$ cat src/rtl/irqc_pkg.sv
package irqc_pkg;

    typedef enum logic [1:0] {
        RK_NONE = 2'd0,
        RK_CLR  = 2'd1,
        RK_EN   = 2'd2,
        RK_STAT = 2'd3
    } reg_kind_e;

    // Word index of the first register of each group.
    localparam int CLR_WORD  = 0;
    localparam int EN_WORD   = 4;
    localparam int STAT_WORD = 6;

    typedef struct packed {
        reg_kind_e   kind;
        logic [3:0]  bank;
    } reg_sel_t;

    function automatic reg_sel_t decode_word(input int unsigned word, input int unsigned nbanks);
        reg_sel_t s;
        s.kind = RK_NONE;
        s.bank = '0;
        if (word >= CLR_WORD && word < CLR_WORD + nbanks) begin
            s.kind = RK_CLR;
            s.bank = 4'(word - CLR_WORD);
        end else if (word >= EN_WORD && word < EN_WORD + nbanks) begin
            s.kind = RK_EN;
            s.bank = 4'(word - EN_WORD);
        end else if (word >= STAT_WORD && word < STAT_WORD + nbanks) begin
            s.kind = RK_STAT;
            s.bank = 4'(word - STAT_WORD);
        end
        return s;
    endfunction

endpackage

$ cat src/rtl/irqc_regdec.sv
module irqc_regdec
    import irqc_pkg::*;
#(
    parameter int NUM_BANKS = 2,
    parameter int ADDR_W    = 8
) (
    input  logic [ADDR_W-1:0] addr,
    output reg_sel_t          sel
);
    localparam int WORD_W = ADDR_W - 2;

    logic [WORD_W-1:0] word;

    assign word = addr[ADDR_W-1:2];

    always_comb begin
        sel = decode_word(int'(unsigned'(word)), NUM_BANKS);
    end
endmodule

$ cat src/rtl/irqc_bank.sv
module irqc_bank #(
    parameter int BANK_W = 32
) (
    input  logic              clk,
    input  logic              rst,
    input  logic [BANK_W-1:0] src,
    input  logic              clr_we,
    input  logic              en_we,
    input  logic [BANK_W-1:0] wdata,
    output logic [BANK_W-1:0] flag_q,
    output logic [BANK_W-1:0] en_q,
    output logic [BANK_W-1:0] status
);
    logic [BANK_W-1:0] clr_mask;

    assign clr_mask = clr_we ? wdata : '0;
    assign status   = flag_q & en_q;

    always_ff @(posedge clk) begin
        if (rst) begin
            flag_q <= '0;
            en_q   <= '0;
        end else begin
            flag_q <= (flag_q & ~clr_mask) | src;
            if (en_we) begin
                en_q <= wdata;
            end
        end
    end

    // a high input always leaves its flag set, clear or not
    p_src_sets_flag_r2: assert property (@(posedge clk) disable iff (rst)
        (|src) |=> ((flag_q & $past(src)) == $past(src)));

    // a flag only falls where a clear bit was written
    p_fall_needs_clear_r3: assert property (@(posedge clk) disable iff (rst)
        ((($past(flag_q) & ~$past(clr_mask)) & ~flag_q) == '0));

    // enables leave reset at zero
    p_enable_reset_r5: assert property (@(posedge clk) disable iff (rst)
        $past(rst) |-> (en_q == '0));
endmodule

$ cat src/rtl/irqc_ffs.sv
module irqc_ffs #(
    parameter int N = 64
) (
    input  logic [N-1:0]         vec,
    output logic [$clog2(N)-1:0] idx,
    output logic                 valid
);
    localparam int IDX_W = $clog2(N);

    always_comb begin
        idx   = '0;
        valid = 1'b0;
        for (int i = N - 1; i >= 0; i--) begin
            if (vec[i]) begin
                idx   = IDX_W'(i);
                valid = 1'b1;
            end
        end
    end

    // the reported index points at an active bit
    always_comb begin
        if (valid) begin
            p_idx_hits_r8: assert (vec[idx]);
        end
    end
endmodule

$ cat src/rtl/irqc_top.sv
module irqc_top
    import irqc_pkg::*;
#(
    parameter int NUM_BANKS = 2,
    parameter int BANK_W    = 32,
    parameter int ADDR_W    = 8
) (
    input  logic                              clk,
    input  logic                              rst,
    input  logic [NUM_BANKS*BANK_W-1:0]       irq_src,
    input  logic [ADDR_W-1:0]                 bus_addr,
    input  logic                              bus_wr,
    input  logic [BANK_W-1:0]                 bus_wdata,
    output logic [BANK_W-1:0]                 bus_rdata,
    output logic                              irq_req,
    output logic [$clog2(NUM_BANKS*BANK_W)-1:0] act_idx,
    output logic                              act_valid
);
    localparam int NUM_SRC = NUM_BANKS * BANK_W;

    reg_sel_t            sel;
    logic [NUM_SRC-1:0]  flag_all;
    logic [NUM_SRC-1:0]  en_all;
    logic [NUM_SRC-1:0]  stat_all;

    irqc_regdec #(
        .NUM_BANKS (NUM_BANKS),
        .ADDR_W    (ADDR_W)
    ) u_dec (
        .addr (bus_addr),
        .sel  (sel)
    );

    for (genvar b = 0; b < NUM_BANKS; b++) begin : g_bank
        logic hit;
        assign hit = (sel.bank == 4'(b));

        irqc_bank #(
            .BANK_W (BANK_W)
        ) u_bank (
            .clk    (clk),
            .rst    (rst),
            .src    (irq_src[b*BANK_W +: BANK_W]),
            .clr_we (bus_wr && hit && sel.kind == RK_CLR),
            .en_we  (bus_wr && hit && sel.kind == RK_EN),
            .wdata  (bus_wdata),
            .flag_q (flag_all[b*BANK_W +: BANK_W]),
            .en_q   (en_all[b*BANK_W +: BANK_W]),
            .status (stat_all[b*BANK_W +: BANK_W])
        );
    end

    always_comb begin
        bus_rdata = '0;
        for (int b = 0; b < NUM_BANKS; b++) begin
            if (sel.bank == 4'(b)) begin
                unique case (sel.kind)
                    RK_CLR:  bus_rdata = flag_all[b*BANK_W +: BANK_W];
                    RK_EN:   bus_rdata = en_all[b*BANK_W +: BANK_W];
                    RK_STAT: bus_rdata = stat_all[b*BANK_W +: BANK_W];
                    default: bus_rdata = '0;
                endcase
            end
        end
    end

    always_ff @(posedge clk) begin
        if (rst) begin
            irq_req <= 1'b0;
        end else begin
            irq_req <= |stat_all;
        end
    end

    irqc_ffs #(
        .N (NUM_SRC)
    ) u_ffs (
        .vec   (stat_all),
        .idx   (act_idx),
        .valid (act_valid)
    );

    // request follows the status OR with one cycle of latency
    p_req_follows_r7: assert property (@(posedge clk) disable iff (rst)
        (|stat_all) |=> irq_req);
    p_req_drops_r7: assert property (@(posedge clk) disable iff (rst)
        !(|stat_all) |=> !irq_req);

    // an unmapped offset reads as zero
    p_unmapped_zero_r10: assert property (@(posedge clk) disable iff (rst)
        (sel.kind == RK_NONE) |-> (bus_rdata == '0));
endmodule

$ cat config.mk
export PLATFORM = sky130hd
export DESIGN_NAME = irqc_top
export DESIGN_NICKNAME = d
export VERILOG_FILES = /design/src/rtl/irqc_pkg.sv /design/src/rtl/irqc_regdec.sv /design/src/rtl/irqc_bank.sv /design/src/rtl/irqc_ffs.sv /design/src/rtl/irqc_top.sv
export SDC_FILE = /design/constraint.sdc
export NUM_CORES = 1
export LEC_CHECK = 0
export ABC_CLOCK_PERIOD_IN_PS = 8700
export BUFFER_PORTS_ARGS = -buffer_cell sky130_fd_sc_hd__buf_2
export CAP_MARGIN = 15
export CORE_MARGIN = 2
export CORE_UTILIZATION = 63
export CTS_CLUSTER_DIAMETER = 100
export DETAILED_ROUTE_END_ITERATION = 8
export HOLD_SLACK_MARGIN = 0.1
export PLACE_DENSITY = 0.95
export SLEW_MARGIN = 5
export SYNTH_ARGS = -nofsm -noshare
export SYNTH_HDL_FRONTEND = slang
export SYNTH_HIERARCHICAL = 1
export SYNTH_SLANG_ARGS = --single-unit
$ cat constraint.sdc
create_clock -name clk -period 8.7 [get_ports clk]
set_input_delay 1.305 -clock clk [delete_from_list [all_inputs] [get_ports clk]]
set_output_delay 1.305 -clock clk [all_outputs]
set_load 0.02 [all_outputs]
; ---- Yosys cells after proc, flatten, opt, wreduce, memory -nomap -nowiden
; Cells that the tools add are included.
[word_totals]
regBits = 129
input_bits = 107
out_inout_bits = 40
wordCells = 171
[classes]
n_addsub = 2
n_lt_le_gt_ge = 5
n_eq_ne = 4
n_mux = 137
bitwise_logic = 8
n_reduce_logical = 10
[op_table]
columns = cell, count
row1 = 6-bit two-way mux, 67
row2 = 32-bit one-hot mux with 3 select lines, 2
row3 = 32-bit bitwise AND, 4
row4 = 32-bit two-way mux, 4
row5 = 1-bit two-way mux, 64
row6 = 32-bit NOT, 2
row7 = 32-bit OR, 2
row8 = 64-bit OR reduction, 1
row9 = "6-bit by 3-bit >= comparator with 1-bit output, second input constant", 2
row10 = 1-bit logical AND, 8
row11 = "4-bit by 3-bit subtractor with 4-bit output, second input constant", 2
row12 = "6-bit by 2-bit less-than comparator with 1-bit output, second input constant", 1
row13 = "6-bit by 3-bit less-than comparator with 1-bit output, second input constant", 1
row14 = "6-bit by 4-bit less-than comparator with 1-bit output, second input constant", 1
row15 = "2-bit == test, second input constant", 2
row16 = "4-bit by 1-bit == test with 1-bit output, second input constant", 1
row17 = 4-bit zero test, 1
row18 = "2-bit by 1-bit == test with 1-bit output, second input constant", 1

; ---- Logic depth before layout (Yosys ltp)
; Gate-level depths: netlist (run 1).
[depth]
word_depth = 65
ltp_mapped = 14
mapped_depth_nobuf = 11

; ---- Modules after synthesis
; Netlist (run 1), hierarchy kept.
[modules_own_cells]
columns = module, instances, cells_each, area_each_um2, seq_area_each_um2
row1 = irqc_bank, 2, 270, 2783.9, 1281.2
row2 = irqc_top, 1, 226, 2605.0, 20.0
row3 = irqc_ffs, 1, 140, 763.2, 0.0
row4 = irqc_regdec, 1, 36, 259.0, 0.0

; ---- Least setup slack after synthesis (run 1)
; No wires, ideal clock.
[synth_path]
path_kind = in2out
startpoint = input port bus_addr[5]
endpoint = output port bus_rdata[0]
arrival_ns = 3.461
required_time_ns = 7.395
path_slack_ns = 3.934
cell_stages = 9
n_path_buf = 2
cell_sequence = inv_1 > ha_1 > inv_1 > o31a_1 > o21ai_0 > buf_6 > buf_4 > a22oi_1 > a211oi_2
[synth_lines]
columns = item, line_no
row1 = from (decl), irqc_top.sv:11  ; input logic [ADDR_W-1:0] bus_addr,
row2 = to (decl), irqc_top.sv:14  ; output logic [BANK_W-1:0] bus_rdata,

==> out/results.md, run 1 <==
| Stage | Metric | This run |
| --- | --- | --- |
| floorplanning | Die H | 125 µm |
| synthesis | Synth Net Count | 1054 |
| synthesis | Count of synthesis-stage warnings from yosys | 6 |
| power and ir drop | Leakage | 4.05 nW |
| global routing | Largest net degree at the start of global routing | 69 |
| min path | Hold Path Sink | g_bank[1].u_bank/flag_q[26] |
| final layout | Net count of the finished layout | 1166 |
| min path | Class of the most critical hold timing path | reg -> reg |
| placed design | HPWL after detailed placement | 17.1 mm |
| global routing | Grt total ovfl | 0 |
| critical path | Maximum cell stage delay along the critical path | 1.00 ns |
| detailed routing | Average wire length per cell after detail routing | 20.3 µm |
| final layout | Cell area after layout | 0.0103 mm² |
| clock network | Clock transition at the registers of the reported paths | 0.06 ns |
| sta | Setup clock skew after layout | 0.00577 ns |
| synthesis | Synthesized-area fraction occupied by ao, oa, aoi and oai cells | 0.284 |
| sta | Period Utilization, post-route | 0.744 |
| global routing | Via count of the first global-routing pass | 8123 |
| sta | Final hold violation count | 0 |
| power and ir drop | Total power | 1.66 mW |
| critical path | Capturing element type of the critical path | primary output |
| detailed routing | Final antenna-violating net count | 0 |
| global routing | Antenna violations before repair | 0 |
| critical path | Ordered list of cells on the worst path | buf_2 -> inv_1 -> ha_1 -> a21boi_0 -> nand2_1 -> and2_4 -> nor2b_4 -> buf_12 -> a22oi_2 -> a211oi_2 -> buf_2 |
| critical path | Endpoint of the worst register-to-register path | irq_req |
| clock network | Clock sink count | 129 |
| floorplanning | Die X-Extent | 125 µm |
| floorplanning | Number of top-level pins | 147 |
| synthesis | Multiplexer share of the synthesized area | 0.160 |
| critical path | Max Fanout on Critical Path | 68 |
| placed design | Routability cong. | 0.995 |
| clock network | Number of buffers created by CTS | 17 |
| critical path | Critical Path Source Type | input pin |
| detailed routing | Number of vias after detailed routing | 8134 |
| min path | Start point of the worst hold path | g_bank[1].u_bank/flag_q[26] |
| synthesis | Instance count of the mapped netlist | 942 |
| synthesis | Synth Register Bits | 129 |
| final layout | Cell Count, Final, Fillers Out | 1251 |
| placed design | Post-Place Cells | 1219 |
| critical path | Worst Reg2Reg Path Length in Cells | 4 |
| sta | Final critical delay including setup and external delays | 6.47 ns |
| min path | Cell depth of the worst min-delay path | 2 |
| clock network | TritonCTS clock tree | done |
| synthesis | Avg Synthesized Cell Area | 9.76 µm² |
| floorplanning | Starting utilization of the core area | 0.640 |
| critical path | Bufs and invs on worst path | 4 |
| synthesis | Share of the yosys chip area belonging to registers | 0.281 |
| final layout | Share of cells above drive strength 1 | 0.387 |
| sta | Total count of max-transition violations in the final report | 0 |
| synthesis | Basic-gate share of the synthesized area counting and, or, nand and nor cells | 0.170 |
| synthesis | Arithmetic-cell share of the synthesized area counting full adders, half adders and majority gates | 0.00680 |
| detailed routing | Residual DRC count | 0 |
| run status | Outcome | finished clean |
| clock network | Later-pin clock latency in the skew report | 0.44 ns |
| synthesis | Top FF cell, synth | sky130_fd_sc_hd__dfxtp_1 |
| sta | Summed negative setup slack over all endpoints | 0 ns |
| critical path | Start-to-end type of the worst setup path | in -> out |
| detailed routing | 1st-pass router iterations | 6 |
| critical path | R2r startpoint | g_bank[1].u_bank/flag_q[28] |
| critical path | Required arrival time at the worst endpoint | 7.39 ns |
| placed design | Placement-stage cell area | 0.00968 mm² |
| clock network | Root buf cell | sky130_fd_sc_hd__clkbuf_16 |
| detailed routing | Via density per instance | 6.50 |
| clock network | Resized Gates After CTS | 0 |
| critical path | Cell type of the slowest stage on the worst timing path | sky130_fd_sc_hd__nor2b_4 |
| synthesis | Post-synth ARST share | 0 |
| clock network | Number of buffers added for setup after CTS | 0 |
| sta | Setup repair after global routing missed its margin | no |
| floorplanning | Rows | 44 |
| sta | Relative slew margins | 0.222 |
| sta | Count of endpoints failing setup in the final report | 0 |
| power and ir drop | Peak supply drop | 143 µV |
| floorplanning | Area of the die | 0.0156 mm² |
| detailed routing | Routed WL | 25.4 mm |
| flow run | Count of maximum capacitance violations | 0 |
| global routing | Wire length of the first global-routing pass | 40.7 mm |
| global routing | GRT Resource Usage Total | 0.322 |
| synthesis | Area of the mapped netlist | 0.00920 mm² |
| final layout | Total inserted antenna cells | 0 |
| sta | Highest achievable clock rate | 0.155 GHz |
| clock network | Number of buffers on the longest clock path | 2 |
| placed design | Count of input and output buffers | 144 |
| final layout | Growth of design area from synthesis to finish | 12.4% |
| synthesis | Xor-xnor portion of the synthesized cell area | 0 |
| clock network | Deepest level of the CTS H-tree | 4 |
| sta | Pin slew with the least headroom to its limit | 1.17 ns |
| critical path | Endpoint arrival time on the critical path | 5.17 ns |
| clock network | Hold_buf cts | 0 |
| floorplanning | Floorplan Core Area | 0.0144 mm² |
| critical path | Reg2reg setup slack | 7.00 ns |
| power and ir drop | Pwr Density | 161 mW/mm² |
| synthesis | Main combinational cell family by area after synthesis | compound AO/OA/AOI/OAI gates |
| critical path | Top Family by Delay on Critical Path | simple AND/OR/NAND/NOR gates |
| detailed routing | Initial detailed-routing violation count | 733 |
| synthesis | Number of library cell types mapped by synthesis | 62 |
| synthesis | Number of enable flip-flop cells after synthesis | 0 |
| critical path | Most common cell type on the critical path | sky130_fd_sc_hd__buf_2 |
## sequential cells by signal (all words and copies together) (netlist names)
name / count
irq_req: 1
g_bank.u_bank/flag_q: 64
g_bank.u_bank/en_q: 64
## kinds of logic after synthesis
logic type / count (synthesis)
AO/OA/AOI/OAI: 221
adder cells (fa/ha/maj): 5
buffers and inverters: 142
flip-flops: 129
multiplexers: 128
AND/OR/NAND/NOR: 317
## cell usage after synthesis, types with 6 or more instances
library cell,number,share of area
sky130_fd_sc_hd__a211oi_2,33,0.045
sky130_fd_sc_hd__a21oi_1,15,0.0082
sky130_fd_sc_hd__a221oi_2,30,0.049
sky130_fd_sc_hd__a22oi_2,27,0.037
sky130_fd_sc_hd__a311oi_1,6,0.0057
sky130_fd_sc_hd__a311oi_2,60,0.098
sky130_fd_sc_hd__and2_1,66,0.045
sky130_fd_sc_hd__buf_12,7,0.015
sky130_fd_sc_hd__buf_2,13,0.0071
sky130_fd_sc_hd__buf_4,12,0.0098
sky130_fd_sc_hd__buf_6,16,0.020
sky130_fd_sc_hd__buf_8,7,0.011
sky130_fd_sc_hd__dfxtp_1,129,0.28
sky130_fd_sc_hd__inv_1,82,0.033
sky130_fd_sc_hd__mux2_2,33,0.040
sky130_fd_sc_hd__mux2_4,29,0.047
sky130_fd_sc_hd__mux2i_1,64,0.070
sky130_fd_sc_hd__nand2_1,10,0.0041
sky130_fd_sc_hd__nand4_1,6,0.0041
sky130_fd_sc_hd__nor2_1,165,0.067
sky130_fd_sc_hd__nor3_1,12,0.0065
sky130_fd_sc_hd__nor4_1,31,0.021
sky130_fd_sc_hd__o21ai_0,10,0.0054
## worst register-to-register path, delay by kind of cell (launching register included)
family	cells	cell delay [ns]
simple gates	3	0.90
compound gates	1	0.35
flops	1	0.33
## power by group
group	switching, mW	total, mW	internal, mW
sequential	0.0212	0.637	0.616
combinational	0.134	0.234	0.0996
clock	0.280	0.791	0.511
total	0.436	1.66	1.23
## how the worst max path moves through the flow
| stage | from | to | slack, ns | depth (start not counted) |
|---|---|---|---|---|
| global route | bus_addr[4] | bus_rdata[25] | 1.98 | 11 |
| floorplan | bus_addr[5] | bus_rdata[0] | 3.93 | 9 |
| CTS | bus_addr[4] | bus_rdata[20] | 2.24 | 11 |
| finish | bus_addr[4] | bus_rdata[24] | 2.23 | 11 |
| detailed placement | bus_addr[4] | bus_rdata[24] | 2.27 | 11 |
| global placement | bus_addr[4] | bus_rdata[24] | 2.36 | 11 |
## final cells by class
| class | count | area (µm²) |
|---|---|---|
| Multi-Input combinational cell | 671 | 5760 |
| Fill cell | 985 | 4030 |
| Sequential cell | 129 | 2580 |
| Timing Repair Buffer | 153 | 803 |
| Clock buffer | 21 | 480 |
| Inverter | 82 | 308 |
| Tap cell | 184 | 230 |
| Clock inverter | 11 | 176 |
## through the flow
stage                     setup WS, ns  utilization  hold slack [ns]
after detailed placement          2.27        0.674            0.512
after floorplan                   3.93            -            0.473
after CTS                         2.24        0.719            0.528
final                             2.23        0.719            0.524
after global routing              1.98        0.719            0.544
after global placement            2.36        0.674            0.489
## layer usage
layer	vias up	GRT usage	wire, µm
li1	3716	-	-
met3	114	0.0670	1960
met4	0	0.152	930
met5	-	0	0
met2	428	0.543	12300
met1	3876	0.395	10200
## cell usage in the layout (no fill, tap or decap), types with 31 or more instances in the layout
cell type                  netlist  routed
sky130_fd_sc_hd__and2_1         66      65
sky130_fd_sc_hd__mux2_2         33      33
sky130_fd_sc_hd__inv_1          82      82
sky130_fd_sc_hd__mux2i_1        64      64
sky130_fd_sc_hd__a311oi_2       60      60
sky130_fd_sc_hd__dfxtp_1       129     129
sky130_fd_sc_hd__nor2_1        165     161
sky130_fd_sc_hd__a211oi_2       33      33
sky130_fd_sc_hd__buf_2          13     143
sky130_fd_sc_hd__nor4_1         31      31
Note: power is estimated with default switching activity, not from simulation.
==> run 2, diff against run 1 <==
--- a/config.mk
+++ b/config.mk
@@ -5,15 +5,15 @@
 export SDC_FILE = /design/constraint.sdc
 export NUM_CORES = 1
 export LEC_CHECK = 0
-export ABC_CLOCK_PERIOD_IN_PS = 8700
+export ABC_CLOCK_PERIOD_IN_PS = 6600
 export BUFFER_PORTS_ARGS = -buffer_cell sky130_fd_sc_hd__buf_2
 export CAP_MARGIN = 15
 export CORE_MARGIN = 2
-export CORE_UTILIZATION = 63
+export CORE_UTILIZATION = 58
 export CTS_CLUSTER_DIAMETER = 100
 export DETAILED_ROUTE_END_ITERATION = 8
 export HOLD_SLACK_MARGIN = 0.1
-export PLACE_DENSITY = 0.95
+export PLACE_DENSITY = 0.9
 export SLEW_MARGIN = 5
 export SYNTH_ARGS = -nofsm -noshare
 export SYNTH_HDL_FRONTEND = slang
==> constraint.sdc (replaced) <==
create_clock -name clk -period 6.6 [get_ports clk]
set_input_delay 0.99 -clock clk [delete_from_list [all_inputs] [get_ports clk]]
set_output_delay 0.99 -clock clk [all_outputs]
set_load 0.02 [all_outputs]
==> run 2 against run 1 <==
Clock-buffer cell count shrank 1. Critical path depth is the same. Clock power grew 23%. Critical endpoint is now bus_rdata[19]. Cell count grew 2.7%. Die area grew 8.3%. Combinational power grew 32%. Clock skew grew 0.0017 ns. Utilization shrank 6.2 points. First-iteration DRC count grew 7.2%. Critical path type unchanged. Largest power group unchanged. Sequential power grew 32%.
==> out/results.md, run 2 (same netlist as run 1, synthesis figures left out) <==
| Stage | Metric | This run | vs previous |
| --- | --- | --- | --- |
| run status | Outcome | finished clean | unchanged |
| power and ir drop | Share of power burned in combinational logic | 0.145 | was 0.141 |
| critical path | Reg2reg setup slack | 4.87 ns | was 7.00 ns |
| global routing | Grt total ovfl | 0 | unchanged |
| power and ir drop | Leakage | 4.04 nW | was 4.05 nW |
| min path | Hold Path Sink | g_bank[0].u_bank/flag_q[26] | was g_bank[1].u_bank/flag_q[26] |
| clock network | TritonCTS clock tree | done | unchanged |
| final layout | Cell Count, Final, Fillers Out | 1285 | was 1251 |
| detailed routing | Final antenna-violating net count | 0 | unchanged |
| final layout | Growth of design area from synthesis to finish | 12.4% | about the same |
| sta | Worst slack on hold paths | 0.513 ns | was 0.524 ns |
| critical path | Required arrival time at the worst endpoint | 5.61 ns | was 7.39 ns |
| detailed routing | Residual DRC count | 0 | unchanged |
| clock network | Clock sink count | 129 | unchanged |
| min path | Start point of the worst hold path | g_bank[0].u_bank/flag_q[26] | was g_bank[1].u_bank/flag_q[26] |
| critical path | Start-to-end type of the worst setup path | in -> out | unchanged |
| power and ir drop | Switching Fraction | 0.270 | was 0.262 |
| power and ir drop | Sw Pwr | 0.574 mW | was 0.436 mW |
| floorplanning | Floorplan Core Area | 0.0157 mm² | was 0.0144 mm² |
| sta | Summed negative setup slack over all endpoints | 0 ns | unchanged |
| floorplanning | Rows | 46 | was 44 |
| critical path | Worst Reg2Reg Path Length in Cells | 4 | unchanged |
| power and ir drop | Pint | 1.55 mW | was 1.23 mW |
| sta | Final hold violation count | 0 | unchanged |
| critical path | Max Fanout on Critical Path | 68 | unchanged |
| detailed routing | Routed WL | 25.4 mm | about the same |
| placed design | Count of input and output buffers | 144 | unchanged |
| detailed routing | Initial detailed-routing violation count | 786 | was 733 |
| power and ir drop | Peak supply drop | 183 µV | was 143 µV |
| final layout | Net count of the finished layout | 1167 | was 1166 |
| final layout | Commonest cells after routing, fill and taps aside | sky130_fd_sc_hd__nor2_1 (161), sky130_fd_sc_hd__buf_2 (143), sky130_fd_sc_hd__dfxtp_1 (129) | unchanged |
| sta | Final critical delay including setup and external delays | 5.37 ns |  |
| sta | Setup repair after global routing missed its margin | no | unchanged |
| clock network | Number of buffers created by CTS | 17 | unchanged |
| floorplanning | Number of top-level pins | 147 | unchanged |
| final layout | Most frequent standard cell in the layout excluding fill and tap cells | sky130_fd_sc_hd__nor2_1 | unchanged |
| final layout | End-of-flow core utilization | 0.658 | was 0.719 |
| global routing | GRT Resource Usage Total | 0.301 | was 0.322 |
| clock network | Resized Gates After CTS | 0 | unchanged |
| floorplanning | Die X-Extent | 130 µm | was 125 µm |
| sta | Period Utilization, post-route | 0.813 |  |
| sta | Total count of max-transition violations in the final report | 0 | unchanged |
| sta | Setup clock skew after layout | 0.00748 ns | was 0.00577 ns |
| detailed routing | Average wire length per cell after detail routing | 19.8 µm | was 20.3 µm |
| clock network | Root buf cell | sky130_fd_sc_hd__clkbuf_16 | unchanged |
| sta | Relative slew margins | 0.228 | was 0.222 |
| min path | Class of the most critical hold timing path | reg -> reg | unchanged |
| placed design | Placement-stage cell area | 0.00973 mm² | was 0.00968 mm² |
| clock network | Later-pin clock latency in the skew report | 0.43 ns | was 0.44 ns |
| sta | Highest achievable clock rate | 0.186 GHz |  |
| clock network | Hold_buf cts | 0 | unchanged |
| final layout | Number of filler cells placed in the layout | 1202 | was 985 |
| power and ir drop | Sequential share of power | 0.396 | was 0.383 |
| power and ir drop | Pwr Density | 205 mW/mm² | was 161 mW/mm² |
| flow run | Count of maximum capacitance violations | 0 | unchanged |
| clock network | Number of buffers added for setup after CTS | 0 | unchanged |
| min path | Cell depth of the worst min-delay path | 2 | unchanged |
| sta | Pin slew with the least headroom to its limit | 1.16 ns | was 1.17 ns |
| floorplanning | Starting utilization of the core area | 0.585 | was 0.640 |
| global routing | Via count of the first global-routing pass | 7954 | was 8123 |
| critical path | Critical Path Source Type | input pin | unchanged |
| global routing | Antenna violations before repair | 1 | was 0 |
| detailed routing | Number of vias after detailed routing | 8041 | was 8134 |
| global routing | Largest net degree at the start of global routing | 72 | was 69 |
| floorplanning | Die H | 130 µm | was 125 µm |
| critical path | Capturing element type of the critical path | primary output | unchanged |
| critical path | Endpoint arrival time on the critical path | 4.38 ns | was 5.17 ns |
| floorplanning | Area of the die | 0.0169 mm² | was 0.0156 mm² |
| clock network | Clock transition at the registers of the reported paths | 0.06 ns | about the same |
| critical path | R2r startpoint | g_bank[1].u_bank/flag_q[28] | unchanged |
| power and ir drop | Clock network fraction of total power | 0.459 | was 0.476 |
| placed design | Post-Place Cells | 1252 | was 1219 |
| detailed routing | Via density per instance | 6.26 | was 6.50 |
| placed design | HPWL after detailed placement | 17.3 mm | was 17.1 mm |
| final layout | Largest registers | g_bank.u_bank/en_q (64), g_bank.u_bank/flag_q (64), irq_req (1) | unchanged |
| critical path | Endpoint of the worst register-to-register path | irq_req | unchanged |
| detailed routing | 1st-pass router iterations | 5 | was 6 |
| global routing | Wire length of the first global-routing pass | 40.2 mm | was 40.7 mm |
| final layout | Share of cells above drive strength 1 | 0.386 | was 0.387 |
| clock network | Deepest level of the CTS H-tree | 4 | unchanged |
| final layout | Cell area after layout | 0.0103 mm² | about the same |
| clock network | Number of buffers on the longest clock path | 2 | unchanged |
| placed design | Routability cong. | 0.939 | was 0.995 |
| sta | Count of endpoints failing setup in the final report | 0 | unchanged |
==> run 2: final cells by class <==
type / instances / area, µm² / share of cell area
Antenna cell: 1 / 2.50 / 0.000242
Clock buffer: 20 / 447 / 0.0432
Clock inverter: 12 / 159 / 0.0154
Inverter: 82 / 308 / 0.0298
Multi-Input combinational cell: 671 / 5760 / 0.557
Sequential cell: 129 / 2580 / 0.250
Tap cell: 216 / 270 / 0.0261
Timing Repair Buffer: 154 / 811 / 0.0784
==> run 2: worst max-delay path by stage <==
| stage | startpoint | end | slack, ns |
|---|---|---|---|
| after floorplan | bus_addr[5] | bus_rdata[0] | 2.46 |
| after global placement | bus_addr[4] | bus_rdata[2] | 1.43 |
| after detailed placement | bus_addr[4] | bus_rdata[2] | 1.34 |
| after CTS | bus_addr[4] | bus_rdata[3] | 1.33 |
| after global routing | bus_addr[4] | bus_rdata[25] | 1.13 |
| final | bus_addr[4] | bus_rdata[19] | 1.23 |
==> run 2: routing by layer <==
metal  global-route usage  up-vias  part of all wire
met5                    0        -                 0
met4                0.128        0             0.030
met3               0.0726       72             0.078
met2                0.501      382              0.48
met1                0.372     3861              0.41
li1                     -     3726                 -
==> run 2: critical path, stage by stage <==
cell and delay [ns]:
sky130_fd_sc_hd__buf_2 0.14, sky130_fd_sc_hd__inv_1 0.07, sky130_fd_sc_hd__ha_1 0.27, sky130_fd_sc_hd__a21boi_0 0.20
sky130_fd_sc_hd__nand2_1 0.24, sky130_fd_sc_hd__and2_4 0.96, sky130_fd_sc_hd__nor2b_4 0.33, sky130_fd_sc_hd__buf_12 0.39
sky130_fd_sc_hd__a22oi_2 0.19, sky130_fd_sc_hd__a211oi_2 0.30, sky130_fd_sc_hd__buf_2 0.21
==> run 2: power by group through the flow <==
stage	logic (mW)	registers, mW	clock network [mW]
final	0.309	0.840	0.974
after global routing	0.330	0.843	1.02
after CTS	0.306	0.839	0.983
after detailed placement	0.303	0.855	0
after global placement	0.292	0.852	0
after floorplan	0.225	0.845	0
==> run 2: per-stage QoR <==
step | setup slack (ns) | power, mW
3_3_place_gp | 1.43 | 1.14
4_1_cts | 1.33 | 2.13
2_1_floorplan | 2.46 | 1.07
3_5_place_dp | 1.34 | 1.16
5_1_grt | 1.13 | 2.19
6_report | 1.23 | 2.12
